<file path="src/rtl/fls_sched_pkg.sv">
`timescale 1ns/1ps
// Shared types for the flash operation scheduler.
// Assumes: an operation class indexes the duration table directly.
package fls_sched_pkg;

    localparam int NUM_CLASS = 4;

    typedef enum logic [1:0] {
        CLS_READ  = 2'd0,
        CLS_XFER  = 2'd1,
        CLS_PROG  = 2'd2,
        CLS_ERASE = 2'd3
    } op_class_e;

    typedef enum logic [1:0] {
        GRP_NONE   = 2'd0,
        GRP_ARRAY  = 2'd1,
        GRP_BUFFER = 2'd2,
        GRP_STATUS = 2'd3
    } cmd_group_e;

    typedef struct packed {
        cmd_group_e grp;
        op_class_e  cls;
        logic [1:0] bufsel;   // one-hot buffer touched or held, 0 = none
        logic       guarded;  // subject to low-page write protection
    } cmd_info_t;

endpackage

</file>
<file path="src/rtl/fls_cmd_decode.sv">
`timescale 1ns/1ps
// Opcode classifier: maps an opcode byte to its group, operation class,
// buffer selection and protection flag.
// Assumes: unlisted opcodes are illegal and yield GRP_NONE.
module fls_cmd_decode
    import fls_sched_pkg::*;
(
    input  logic [7:0] op,
    output cmd_info_t  info
);

    // Purpose: table lookup of command attributes.
    always_comb begin
        info = '{grp: GRP_NONE, cls: CLS_READ, bufsel: 2'b00, guarded: 1'b0};
        case (op)
            8'h52, 8'hD2: info = '{GRP_ARRAY, CLS_READ, 2'b00, 1'b0};
            8'h53, 8'h60: info = '{GRP_ARRAY, CLS_XFER, 2'b01, 1'b0};
            8'h55, 8'h61: info = '{GRP_ARRAY, CLS_XFER, 2'b10, 1'b0};
            8'h83, 8'h88,
            8'h82, 8'h58: info = '{GRP_ARRAY, CLS_PROG, 2'b01, 1'b1};
            8'h86, 8'h89,
            8'h85, 8'h59: info = '{GRP_ARRAY, CLS_PROG, 2'b10, 1'b1};
            8'h81, 8'h50: info = '{GRP_ARRAY, CLS_ERASE, 2'b00, 1'b1};
            8'h54, 8'hD4,
            8'h84:        info = '{GRP_BUFFER, CLS_READ, 2'b01, 1'b0};
            8'h56, 8'hD6,
            8'h87:        info = '{GRP_BUFFER, CLS_READ, 2'b10, 1'b0};
            8'h57, 8'hD7: info = '{GRP_STATUS, CLS_READ, 2'b00, 1'b0};
            default:      info = '{GRP_NONE, CLS_READ, 2'b00, 1'b0};
        endcase
    end

endmodule

</file>
<file path="src/rtl/fls_admit.sv">
`timescale 1ns/1ps
// Admission check: decides in the same cycle whether a decoded command may
// start, given the array state and the buffer held.
// Assumes: held_buf is 0 whenever no array operation is in progress.
module fls_admit
    import fls_sched_pkg::*;
#(
    parameter int PAGE_W     = 11,
    parameter int PROT_PAGES = 256
) (
    input  logic              valid,
    input  cmd_info_t         info,
    input  logic [PAGE_W-1:0] page,
    input  logic              wp_n,
    input  logic              array_held,
    input  logic [1:0]        held_buf,
    output logic              grant,
    output logic              refuse,
    output logic              go_array,
    output logic              go_buffer
);

    localparam logic [PAGE_W:0] PROT_LIM = PROT_PAGES[PAGE_W:0];

    logic prot_hit;
    logic ok;

    // Purpose: flag a program or erase aimed at the protected page range.
    always_comb prot_hit = info.guarded && !wp_n && ({1'b0, page} < PROT_LIM);

    // Purpose: per-group admission rule.
    always_comb begin
        case (info.grp)
            GRP_ARRAY:  ok = !array_held && !prot_hit;
            GRP_BUFFER: ok = ((info.bufsel & held_buf) == 2'b00);
            GRP_STATUS: ok = 1'b1;
            default:    ok = 1'b0;
        endcase
    end

    // Purpose: split the decision into accept, refuse and start requests.
    always_comb begin
        grant     = valid && ok;
        refuse    = valid && !ok;
        go_array  = grant && (info.grp == GRP_ARRAY);
        go_buffer = grant && (info.grp == GRP_BUFFER);
    end

endmodule

</file>
<file path="src/rtl/fls_op_timer.sv">
`timescale 1ns/1ps
// Self-timed operation model: one loadable duration per class and a
// down-counter that runs one array operation at a time.
// Assumes: start is only raised while the counter is idle.
module fls_op_timer
    import fls_sched_pkg::*;
#(
    parameter int CNT_W     = 16,
    parameter int DUR_READ  = 3,
    parameter int DUR_XFER  = 5,
    parameter int DUR_PROG  = 8,
    parameter int DUR_ERASE = 12
) (
    input  logic             clk,
    input  logic             rst_n,
    input  logic             cfg_we,
    input  op_class_e        cfg_sel,
    input  logic [CNT_W-1:0] cfg_val,
    input  logic             start,
    input  op_class_e        start_cls,
    output logic             running,
    output logic             done
);

    localparam logic [NUM_CLASS-1:0][CNT_W-1:0] DEF_DUR = {
        CNT_W'(DUR_ERASE), CNT_W'(DUR_PROG), CNT_W'(DUR_XFER), CNT_W'(DUR_READ)
    };
    localparam logic [CNT_W-1:0] ONE = CNT_W'(1);

    logic [NUM_CLASS-1:0][CNT_W-1:0] dur_vec;
    logic [CNT_W-1:0] cnt_q;
    logic [CNT_W-1:0] sel_dur;
    logic [CNT_W-1:0] load_val;

    genvar g;
    generate
        for (g = 0; g < NUM_CLASS; g++) begin : g_dur
            logic [CNT_W-1:0] dur_r;
            // Purpose: hold the duration of one class, defaults on reset.
            always_ff @(posedge clk) begin
                if (!rst_n)
                    dur_r <= DEF_DUR[g];
                else if (cfg_we && (cfg_sel == op_class_e'(g)))
                    dur_r <= cfg_val;
            end
            assign dur_vec[g] = dur_r;
        end
    endgenerate

    // Purpose: pick the duration of the starting class, zero counts as one.
    always_comb begin
        sel_dur  = dur_vec[start_cls];
        load_val = (sel_dur == '0) ? ONE : sel_dur;
    end

    // Purpose: count the running operation down to its last cycle.
    always_ff @(posedge clk) begin
        if (!rst_n) begin
            running <= 1'b0;
            cnt_q   <= '0;
        end else if (start) begin
            running <= 1'b1;
            cnt_q   <= load_val;
        end else if (running) begin
            if (cnt_q == ONE) begin
                running <= 1'b0;
                cnt_q   <= '0;
            end else begin
                cnt_q <= cnt_q - ONE;
            end
        end
    end

    assign done = running && (cnt_q == ONE);

    p_done_ends_r8: assert property (@(posedge clk) disable iff (!rst_n)
        done |=> !running);
    p_cnt_live_r8: assert property (@(posedge clk) disable iff (!rst_n)
        running |-> (cnt_q != '0));
    p_start_idle_r1: assert property (@(posedge clk) disable iff (!rst_n)
        start |-> !running);

endmodule

</file>
<file path="src/rtl/fls_op_scheduler.sv">
`timescale 1ns/1ps
// Flash operation scheduler: admits decoded commands, runs one array
// operation at a time, locks the buffer it uses, applies low-page write
// protection and reports busy and a sticky refusal flag.
// Assumes: one command per cycle; reset is synchronous and aborts all work.
module fls_op_scheduler
    import fls_sched_pkg::*;
#(
    parameter int PAGE_W     = 11,
    parameter int CNT_W      = 16,
    parameter int PROT_PAGES = 256,
    parameter int DUR_READ   = 3,
    parameter int DUR_XFER   = 5,
    parameter int DUR_PROG   = 8,
    parameter int DUR_ERASE  = 12
) (
    input  logic              clk,
    input  logic              rst_n,
    input  logic              cmd_valid,
    input  logic [7:0]        cmd_op,
    input  logic [PAGE_W-1:0] cmd_page,
    input  logic              wp_n,
    input  logic              dur_we,
    input  logic [1:0]        dur_sel,
    input  logic [CNT_W-1:0]  dur_val,
    output logic              cmd_accept,
    output logic              cmd_reject,
    output logic              start_array,
    output logic              start_buffer,
    output logic              array_held,
    output logic              busy,
    output logic              rdy_pull_low,
    output logic              err_flag,
    output logic [1:0]        held_buf,
    output logic              op_done
);

    localparam logic [PAGE_W:0] PROT_LIM = PROT_PAGES[PAGE_W:0];

    cmd_info_t info;
    logic      grant, refuse, go_array, go_buffer;
    logic      running, done;
    op_class_e cls_q;

    fls_cmd_decode u_decode (
        .op   (cmd_op),
        .info (info)
    );

    fls_admit #(
        .PAGE_W     (PAGE_W),
        .PROT_PAGES (PROT_PAGES)
    ) u_admit (
        .valid      (cmd_valid),
        .info       (info),
        .page       (cmd_page),
        .wp_n       (wp_n),
        .array_held (running),
        .held_buf   (held_buf),
        .grant      (grant),
        .refuse     (refuse),
        .go_array   (go_array),
        .go_buffer  (go_buffer)
    );

    fls_op_timer #(
        .CNT_W     (CNT_W),
        .DUR_READ  (DUR_READ),
        .DUR_XFER  (DUR_XFER),
        .DUR_PROG  (DUR_PROG),
        .DUR_ERASE (DUR_ERASE)
    ) u_timer (
        .clk       (clk),
        .rst_n     (rst_n),
        .cfg_we    (dur_we),
        .cfg_sel   (op_class_e'(dur_sel)),
        .cfg_val   (dur_val),
        .start     (go_array),
        .start_cls (info.cls),
        .running   (running),
        .done      (done)
    );

    // Purpose: register the one-cycle response and start strobes.
    always_ff @(posedge clk) begin
        if (!rst_n) begin
            cmd_accept   <= 1'b0;
            cmd_reject   <= 1'b0;
            start_array  <= 1'b0;
            start_buffer <= 1'b0;
        end else begin
            cmd_accept   <= grant;
            cmd_reject   <= refuse;
            start_array  <= go_array;
            start_buffer <= go_buffer;
        end
    end

    // Purpose: set the sticky error flag on any refusal.
    always_ff @(posedge clk) begin
        if (!rst_n)
            err_flag <= 1'b0;
        else if (refuse)
            err_flag <= 1'b1;
    end

    // Purpose: record the buffer and class held by the running operation.
    always_ff @(posedge clk) begin
        if (!rst_n) begin
            held_buf <= 2'b00;
            cls_q    <= CLS_READ;
        end else if (go_array) begin
            held_buf <= info.bufsel;
            cls_q    <= info.cls;
        end else if (done) begin
            held_buf <= 2'b00;
        end
    end

    assign array_held   = running;
    assign op_done      = done;
    assign busy         = running && (cls_q != CLS_READ);
    assign rdy_pull_low = busy;

    p_one_op_r1: assert property (@(posedge clk) disable iff (!rst_n)
        start_array |-> !$past(array_held));
    p_buf_locked_r2: assert property (@(posedge clk) disable iff (!rst_n)
        $past(rst_n && cmd_valid && (info.grp == GRP_BUFFER)
              && ((info.bufsel & held_buf) != 2'b00)) |-> !cmd_accept);
    p_buf_onehot_r3: assert property (@(posedge clk) disable iff (!rst_n)
        $onehot0(held_buf));
    p_buf_idle_r3: assert property (@(posedge clk) disable iff (!rst_n)
        !array_held |-> (held_buf == 2'b00));
    p_busy_held_r4: assert property (@(posedge clk) disable iff (!rst_n)
        busy |-> array_held);
    p_prot_r5: assert property (@(posedge clk) disable iff (!rst_n)
        $past(cmd_valid && info.guarded && !wp_n && ({1'b0, cmd_page} < PROT_LIM))
        |-> !start_array);
    p_unknown_r6: assert property (@(posedge clk) disable iff (!rst_n)
        $past(rst_n && cmd_valid && (info.grp == GRP_NONE)) |-> cmd_reject);
    p_excl_r7: assert property (@(posedge clk) disable iff (!rst_n)
        !(cmd_accept && cmd_reject));
    p_reset_idle_r10: assert property (@(posedge clk)
        !rst_n |=> (!array_held && !cmd_accept && !cmd_reject && !err_flag));
    p_err_sticky_r11: assert property (@(posedge clk) disable iff (!rst_n)
        $past(err_flag) |-> err_flag);

endmodule

</file>
<file path="config.mk">
export PLATFORM = sky130hd
export DESIGN_NAME = fls_op_scheduler
export DESIGN_NICKNAME = d
export VERILOG_FILES = /design/src/rtl/fls_sched_pkg.sv /design/src/rtl/fls_cmd_decode.sv /design/src/rtl/fls_admit.sv /design/src/rtl/fls_op_timer.sv /design/src/rtl/fls_op_scheduler.sv
export SDC_FILE = /design/constraint.sdc
export NUM_CORES = 1
export LEC_CHECK = 0
export BUFFER_PORTS_ARGS = -buffer_cell sky130_fd_sc_hd__clkbuf_2
export CAP_MARGIN = 20
export CORE_MARGIN = 1
export CORE_UTILIZATION = 47
export DETAILED_ROUTE_END_ITERATION = 7
export GPL_TIMING_DRIVEN = 0
export HOLD_SLACK_MARGIN = 0.03
export PLACE_DENSITY = 0.77
export SLEW_MARGIN = 10
export SYNTH_ARGS = -nofsm -noshare
export SYNTH_HDL_FRONTEND = slang
export SYNTH_SLANG_ARGS = --single-unit
</file>
<file path="constraint.sdc">
create_clock -name clk -period 2.7 [get_ports clk]
set_input_delay 0.135 -clock clk [delete_from_list [all_inputs] [get_ports clk]]
set_output_delay 0.135 -clock clk [all_outputs]
set_load 0.01 [all_outputs]
</file>
==> out/metrics.yaml, run 1 <==
clock_tree:
  cts_tree: "yes"
  numCtsBuffers: 9
  clk_latency_ns: 0.39
  clk_transition_reported_paths_ns: 0.09
  htree_num_levels: 3
  clkSinkCount: 90
  root_buffer: "clkbuf_8"
  cts_buffer_depth: 2
layout:
  drive_gt1_share_pct: 15.4
  final_net_count: 709
  nFillCells: 885
  n_antenna_cell: 0
  fin_util_pct: 55.9
  area_growth_pct: 13.8
floorplanning:
  start_util_pct: 49.1
  dieHeight_um: 104
  die_area_um2: 10700
  die_w_um: 104
  io_pins: 53
  rows: 36
  core_um2: 9860
synthesis:
  synthTopCellsByCount: "157 x nand2_1, 90 x dfxtp_1, 57 x a21boi_0"
  synth_xor_area_share_pct: 0.904
  synth_edf_count: 0
  synthAdderAreaFrac_pct: 0.516
  yosysMostFrequentCell: "nand2_1"
  synth_warnings: 0
  yosysTopAreaCell: "dfxtp_1"
  synth_top_family_by_area: "simple AND/OR/NAND/NOR gates"
  syn_area_per_cell_um2: 8.00
  ys_ff_latch: 90
  yosys.area.top_type_share_pct: 37.2
  ys_seq_area_share_pct: 37.2
  yosys-top-cells-area: "dfxtp_1 37%, nand2_1 12%, a21boi_0 8.8%, mux2i_1 6.2%, mux2_2 3.0%"
  synth-simple-area-share_pct: 27.1
  ys.flop_type: "dfxtp_1"
  async_reset_ff_share_pct: 0
  syn-num-nets: 650
  synth_compound_area_share_pct: 20.2
  yosysUniqueCellTypes: 61
  netlist_area_um2: 4850
  muxShareOfSynthArea_pct: 9.22
  synthCells: 606
global_route:
  antenna_found_initial: 0
  grt.total_usage_pct: 25.4
  first_global_vias: 4369
  grt_max_degree: 16
  grt_pass1_wl_um: 21500
  grt_overflow: 0
drt:
  drtAntennaViolNets: 0
  wl_per_cell_um: 16.9
  wirelength_um: 13600
  drtIter0Drc: 310
  vias_per_cell: 5.72
  drc_errors: 0
  vias: 4590
  drtPass1Iterations: 5
sta:
  clock_skew_ns: 0.0105
  setup_slack_ns: 0.0873
  slew_violations: 0
  whs_ns: 0.0301
  fin_setup_tns_ns: 0
  rsz0062_at_grt: "no"
  max_freq_mhz: 383
  hold_violations: 0
  fin_crit_ns: 2.61
  slew_headroom_pct: 36.7
  fin_crit_sh_pct: 96.8
  worst_pin_slew_ns: 0.947
  setup_viol: 0
placement:
  dp_hpwl_um: 9460
  gp_congestion: 0.884
  place.port_buffers: 41
  dp_slack_ns: -0.199
setup_path:
  worstPathRequired_ns: 2.99
  worstSetupEndpointType: "register"
  crit_path_max_incr_delay_ns: 0.41
  critPathKind: "input pin to register"
  crit_fanout: 10
  crit_path_top_delay_cell: "o21ai_0"
  ff2ff_path_depth: 8
  path_common_cell: "mux2_2"
  crit_chain: "clkbuf_2, clkbuf_1, mux2_2, a32oi_1, buf_2, mux2_2, o21ai_0, nand4_1, o31ai_1"
  worstPathArrival_ns: 2.91
  start_kind: "input pin"
power_and_ir_drop:
  power_uw: 2890
  powerDensity_nw_per_um2: 524
  power_leakage_uw: 0.00226
  vdd_drop_max_mv: 0.374
status:
  status: "finished clean"
worst_hold_path:
  hold_path_depth: 3
  hold_path_class: "input pin to register"
job:
  max-cap-violations: 0
==> worst paths after layout <==
path	startpoint	to	slack, ns
max	cmd_op[0]	u_timer.cnt_q[0]$_SDFFE_PN0P_	0.09
max reg2reg	u_timer.cnt_q[10]$_SDFFE_PN0P_	u_timer.cnt_q[11]$_SDFFE_PN0P_	0.28
min	dur_val[5]	u_timer.g_dur[1].dur_r[5]$_SDFFE_PN0P_	0.03
min reg2reg	err_flag$_SDFFE_PN0P_	err_flag$_SDFFE_PN0P_	0.47
==> stage by stage <==
step	cell area, um^2	cells
4_1_cts	5500	803
5_1_grt	5510	803
3_5_place_dp	5220	780
2_1_floorplan	4850	606
6_report	5510	803
3_3_place_gp	5220	780
==> repair_timing <==
| action | in CTS | in global routing |
|---|---|---|
| hold buffers | 8 | 0 |
| gates cloned | 0 | 0 |
| endpoints found under the setup margin | 1 | 2 |
| pin swaps | 0 | 1 |
| resized for setup | 2 | 5 |
| hold endpoints to repair | 17 | 0 |
| buffers inserted | 0 | 0 |
==> critical path, delay by kind of cell <==
kind                   cells  cell delay [ns]
multiplexers               2             0.75
AO/OA/AOI/OAI              3             0.90
AND/OR/NAND/NOR            1             0.27
buffers and inverters      3             0.84
==> flip-flops by register name, summed over array words and instances (netlist names), 2 cells and up <==
name                 count
u_timer.cnt_q           16
cls_q                    2
held_buf                 2
u_timer.g_dur.dur_r     64
==> metal layers <==
metal	part of all wire, %	wire length (um)	GRT usage, %	vias to the layer above
li1	-	-	-	2225
met2	48	6490	43.0	174
met1	42	5770	31.1	2154
met3	6.5	878	4.91	37
met5	0	0	0	-
met4	3.2	433	11.3	0
==> area by class of cell <==
type                       instances  area (um^2)  share of cell area, %
sequential                        90         1800                   32.7
multi-input combinational        463         2820                   51.2
inverter                           9         33.8                  0.613
timing repair buffer              49          285                   5.17
buffer                            43          200                   3.63
clock buffer                      11          141                   2.56
tap                              133          166                   3.02
clock inverter                     5         61.3                   1.11
==> placed cells by master (no fill, tap or decap), types with 3 or more instances in the layout <==
master / instances
nor4_1: 6
nand3b_1: 3
dfxtp_1: 90
o21ai_0: 21
and3_1: 7
o211a_1: 6
nand2b_1: 4
nor3b_1: 7
buf_2: 7
a21oi_1: 12
nor2_1: 27
a21boi_0: 57
clkbuf_8: 10
clkbuf_1: 31
dlygate4sd3_1: 8
nand2_1: 157
o211ai_1: 4
clkbuf_2: 41
nor2b_1: 7
inv_1: 9
nand3_1: 22
buf_4: 4
mux2_2: 13
a211oi_1: 4
o21a_1: 3
mux2i_1: 30
xnor2_1: 3
a221oi_1: 3
nor3_1: 18
==> power breakdown <==
| group | internal, uW | leakage [uW] | switching [uW] |
|---|---|---|---|
| clock | 460 | 0.000104 | 512 |
| sequential | 1380 | 0.000732 | 42.5 |
| combinational | 205 | 0.00142 | 288 |
| total | 2050 | 0.00226 | 843 |
==> cells by family (layout without fill, tap and decap cells) <==
family	Yosys count	after routing
AO/OA/AOI/OAI	132	132
XOR/XNOR	5	5
adder cells (fa/ha/maj)	2	2
buffers and inverters	53	117
flip-flops	90	90
multiplexers	43	43
AND/OR/NAND/NOR	281	281
Power figures use the tool's default switching activity.
==> run 2: changes to the inputs <==
Settings changed: PLACE_DENSITY 0.77 to 0.8.
Clock period 2.7 ns to 2.3 ns, I/O delays scaled along.
==> run 2 against run 1 <==
  * Cell area increased by 4.5%
  * Critical endpoint is now u_timer.cnt_q[11]$_SDFFE_PN0P_
  * Count of clock-buffer cells in the layout decreased by 2
  * Routed wire length up 1.8%
  * Die area is the same
  * The run now ends with negative setup slack left
  * Combinational power rose by 30%
==> out/metrics.yaml, run 2 (synthesized netlist as in run 1, its figures left out) <==
sta:
  worst_pin_slew_ns: 1.06
  whs_ns: 0.0304
  hold_violations: 0
  fin_crit_sh_pct: 101
  clock_skew_ns: 0.0124
  setup_slack_ns: -0.0194
  slew_violations: 0
  rsz0062_at_grt: "yes"
  slew_headroom_pct: 29.1
  max_freq_mhz: 431
  fin_crit_ns: 2.32
  setup_viol: 1
global_route:
  grt_pass1_wl_um: 22300
  grt.total_usage_pct: 26.2
  grt_max_degree: 20
  grt_overflow: 0
  first_global_vias: 4482
  antenna_found_initial: 0
floorplanning:
  die_area_um2: 10700
  io_pins: 53
  core_um2: 9860
  rows: 36
  dieHeight_um: 104
  start_util_pct: 49.1
  die_w_um: 104
drt:
  drtIter0Drc: 289
  drtPass1Iterations: 7
  vias: 4732
  wl_per_cell_um: 16.9
  drc_errors: 0
  drtAntennaViolNets: 0
  wirelength_um: 13800
  vias_per_cell: 5.78
clock_tree:
  clk_latency_ns: 0.38
  clkSinkCount: 90
  clk_transition_reported_paths_ns: 0.10
  htree_num_levels: 3
  root_buffer: "clkbuf_8"
  cts_tree: "yes"
  cts_buffer_depth: 2
  numCtsBuffers: 9
layout:
  n_antenna_cell: 0
  final_area_um2: 5760
  largest_registers: "u_timer.g_dur.dur_r x64, u_timer.cnt_q x16"
  final_net_count: 724
  final_common_cell: "nand2_1"
  layout_common_cells: "156 x nand2_1, 88 x dfxtp_1, 57 x a21boi_0"
  nFillCells: 872
  area_growth_pct: 18.9
  largest_register_ffs: 64
  fin_util_pct: 58.4
  top_register: "u_timer.g_dur.dur_r"
  drive_gt1_share_pct: 18.7
setup_path:
  worstPathArrival_ns: 2.59
  critPathKind: "register to register"
  worstPathRequired_ns: 2.57
  worstSetupEndpointType: "register"
  start_kind: "register"
  crit_fanout: 5
placement:
  dpl_cell_area_um2: 5220
  gp_congestion: 0.902
  place.port_buffers: 41
  dp_hpwl_um: 9540
power_and_ir_drop:
  power_leakage_uw: 0.00239
  vdd_drop_max_mv: 0.446
  powerDensity_nw_per_um2: 594
  power_uw: 3420
job:
  max-cap-violations: 0
status:
  failed_checks: "negative setup slack"
  status: "finished with violations"
worst_hold_path:
  hold_path_class: "input pin to register"
-- run 2: changes by cell type in the layout (fill, tap and decap cells not counted), sizes merged --
cell         before  now
bufinv            1    0
clkbuf           82   78
dlygate4sd3       8   14
buf              13   23
inv              11   12
and2              1    2
clkinv            2    4
-- run 2: stage by stage --
stage,TNS (ns),worst slack (ns),std cells
6_report,-0.0194,-0.0194,818
5_1_grt,-0.324,-0.0857,818
4_1_cts,-0.0316,-0.0316,810
3_5_place_dp,-5.94,-0.572,780
3_3_place_gp,-4.87,-0.490,780
2_1_floorplan,0,0.0203,606
-- run 2: final cells by class --
cell class / count / area [um^2] / area share (%)
tap: 133 / 166 / 2.89
multi-input combinational: 464 / 2880 / 50.0
buffer: 40 / 204 / 3.54
clock buffer: 9 / 124 / 2.15
clock inverter: 7 / 81.3 / 1.41
inverter: 9 / 33.8 / 0.586
sequential: 90 / 1810 / 31.4
timing repair buffer: 66 / 464 / 8.06
-- run 2: final timing paths --
kind | from | end | slack (ns) | depth (start not counted)
max | u_timer.cnt_q[11]$_SDFFE_PN0P_ | u_timer.cnt_q[11]$_SDFFE_PN0P_ | -0.02 | 9
min | dur_val[4] | u_timer.g_dur[1].dur_r[4]$_SDFFE_PN0P_ | 0.03 | 3
max reg2reg | u_timer.cnt_q[11]$_SDFFE_PN0P_ | u_timer.cnt_q[11]$_SDFFE_PN0P_ | -0.02 | 9
min reg2reg | u_timer.g_dur[0].dur_r[7]$_SDFFE_PN0P_ | u_timer.g_dur[0].dur_r[7]$_SDFFE_PN0P_ | 0.47 | 2
-- run 2: layer usage --
layer,up-vias,GRT usage [%],wire length [um]
met5,-,0,0
met4,0,9.63,399
met3,40,5.03,1040
met2,206,44.7,6680
met1,2224,32.8,5700
li1,2262,-,-
-- run 2: timing repair --
| item | 4_1_cts | 5_1_grt |
|---|---|---|
| hold endpoints to repair | 41 | 0 |
| cloned | 0 | 2 |
| pin swaps | 2 | 11 |
| endpoints found under the setup margin | 19 | 22 |
| hold buffers | 14 | 0 |
| buffers inserted | 3 | 7 |
| gates resized for setup | 16 | 24 |
-- run 2: report_power, final --
group	internal, uW	switching (uW)
registers	1620	50.7
clock network	433	675
logic	287	354
total	2340	1080
-- run 2: critical path, cell delays in order, from the launching register on --
cell	delay, ns
dfxtp_4	0.37
or4_4	0.55
nor2_4	0.11
and3_4	0.18
and3b_2	0.21
buf_4	0.12
buf_4	0.10
o21ai_0	0.07
a221o_1	0.31
and3_1	0.19
==> run 3: changes to the inputs <==
Settings changed: PLACE_DENSITY 0.8 to 0.77, SKIP_LAST_GASP set to 1.
Clock period 2.3 ns to 2.6 ns, I/O delays scaled along.
==> run 3 against run 2 <==
  * The flow now finishes without violations
  * Sequential power is 11% lower
  * Non-clock buffer count is 10 lower
  * First-iteration DRC count is 3.1% lower
  * Critical path depth is 1 lower
  * Via count is 2.1% lower
  * Largest power group unchanged
==> out/metrics.yaml, run 3 (synthesized netlist as in run 1, its figures left out) <==
power_and_ir_drop:
  power_leakage_uw: 0.00229
  power_uw: 3010
  vdd_drop_max_mv: 0.389
  powerDensity_nw_per_um2: 541
setup_path:
  crit_family: "simple AND/OR/NAND/NOR gates"
  rr_startpoint: "u_timer.cnt_q[11]$_SDFFE_PN0P_"
  crit_fanout: 10
  worstPathRequired_ns: 2.47
  crit_path_top_delay_cell: "or4_4"
  critPathBufInv: 3
  ff2ff_path_depth: 9
  critPathLaunch: "u_timer.cnt_q[11]$_SDFFE_PN0P_"
  start_kind: "register"
  worstPathArrival_ns: 2.37
  worstSetupEndpointType: "output port"
  crit_path_max_incr_delay_ns: 0.55
  critPathKind: "register to output port"
  crit_chain: "or4_4, nor2_1, and3_1, and3b_2, buf_4, nand2_1, inv_1, clkbuf_2"
  reg2reg_slack_ns: 0.17
  path_depth: 8
clock_tree:
  numCtsBuffers: 9
  cts_buffer_depth: 2
  htree_num_levels: 3
  clk_transition_reported_paths_ns: 0.09
  clk_latency_ns: 0.39
  cts_tree: "yes"
  root_buffer: "clkbuf_8"
  clkSinkCount: 90
drt:
  vias_per_cell: 5.74
  wirelength_um: 13700
  drc_errors: 0
  drtIter0Drc: 280
  vias: 4631
  drtAntennaViolNets: 0
  wl_per_cell_um: 17.0
  drtPass1Iterations: 5
floorplanning:
  start_util_pct: 49.1
  core_um2: 9860
  die_area_um2: 10700
  rows: 36
  die_w_um: 104
  dieHeight_um: 104
  io_pins: 53
layout:
  final_net_count: 713
  layout_common_cells: "157 x nand2_1, 89 x dfxtp_1, 57 x a21boi_0"
  largest_register_ffs: 64
  n_antenna_cell: 0
  largest_registers: "u_timer.g_dur.dur_r x64, u_timer.cnt_q x16"
  area_growth_pct: 14.7
  fin_util_pct: 56.4
  drive_gt1_share_pct: 15.9
  final_common_cell: "nand2_1"
  top_register: "u_timer.g_dur.dur_r"
  instances_no_fill: 807
worst_hold_path:
  hold_path_class: "input pin to register"
  min_from: "dur_val[5]"
  hold_path_depth: 3
global_route:
  antenna_found_initial: 0
  grt_overflow: 0
  grt.total_usage_pct: 25.5
  grt_max_degree: 16
  first_global_vias: 4377
  grt_pass1_wl_um: 21600
sta:
  slew_violations: 0
  fin_setup_tns_ns: 0
  max_freq_mhz: 400
  hold_violations: 0
  slew_headroom_pct: 36.3
  worst_pin_slew_ns: 0.954
  setup_viol: 0
  fin_crit_ns: 2.50
  clock_skew_ns: 0.0104
  fin_crit_sh_pct: 96.2
job:
  max-cap-violations: 0
placement:
  gp_congestion: 0.884
  dp_hpwl_um: 9460
  placedCellCount: 780
  place.port_buffers: 41
status:
  status: "finished clean"
run 3: cell count changes in the layout (fill, tap and decap cells not counted), moves of 2 or more:
cell           before  now
a221oi_2            3    1
o21ai_0            18   21
dlygate4sd3_1      14   10
inv_8               2    0
buf_4              12    7
o21ai_1             5    2
clkinv_8            2    0
clkbuf_1           24   30
a221oi_1            1    3
dfxtp_4             2    0
run 3: layer usage:
layer,track usage [%],wire [um],vias to the layer above
met5,0,0,-
met1,31.2,5800,2182
met2,43.2,6600,182
li1,-,-,2235
met3,4.91,895,32
met4,11.3,394,0
run 3: stage by stage:
step           hold WS (ns)  worst slack, ns  area [um^2]
2_1_floorplan         0.254            0.320         4850
3_3_place_gp          0.408           -0.284         5220
3_5_place_dp          0.416           -0.294         5220
4_1_cts              0.0303           0.0256         5520
5_1_grt              0.0399          -0.0143         5560
6_report             0.0234           0.0976         5560
run 3: worst min-delay path: cells and delay by family:
family                 cells  cell delay, ns
buffers and inverters      1            0.12
AND/OR/NAND/NOR            1            0.06
AO/OA/AOI/OAI              1            0.06
run 3: layout make-up:
class                           instances  area, um^2
Clock inverter                          5        61.3
Fill cell                             879        4300
Timing Repair Buffer                   54         328
Multi-Input combinational cell        463        2830
Sequential cell                        90        1800
Clock buffer                           11         141
Inverter                                9        33.8
Tap cell                              133         166
Buffer                                 42         199
run 3: path summary, 6_finish.rpt:
check                                           endpoint
setup / recovery                                 op_done
hold / removal    u_timer.g_dur[1].dur_r[5]$_SDFFE_PN0P_
hold reg to reg                    err_flag$_SDFFE_PN0P_
setup reg to reg          u_timer.cnt_q[11]$_SDFFE_PN0P_
run 3: repair_timing:
action	4_1_cts	5_1_grt
hold buffers	10	0
pin swaps	0	1
buffers inserted	0	3
hold endpoints to repair	24	0
gates resized for setup	3	7
endpoints found under the setup margin	2	2
run 3: where the power goes:
group | switching, uW | leakage, uW | total, uW | internal (uW)
combinational | 300 | 0.00146 | 520 | 221
clock | 533 | 0.000104 | 1010 | 478
sequential | 44.5 | 0.000732 | 1480 | 1430
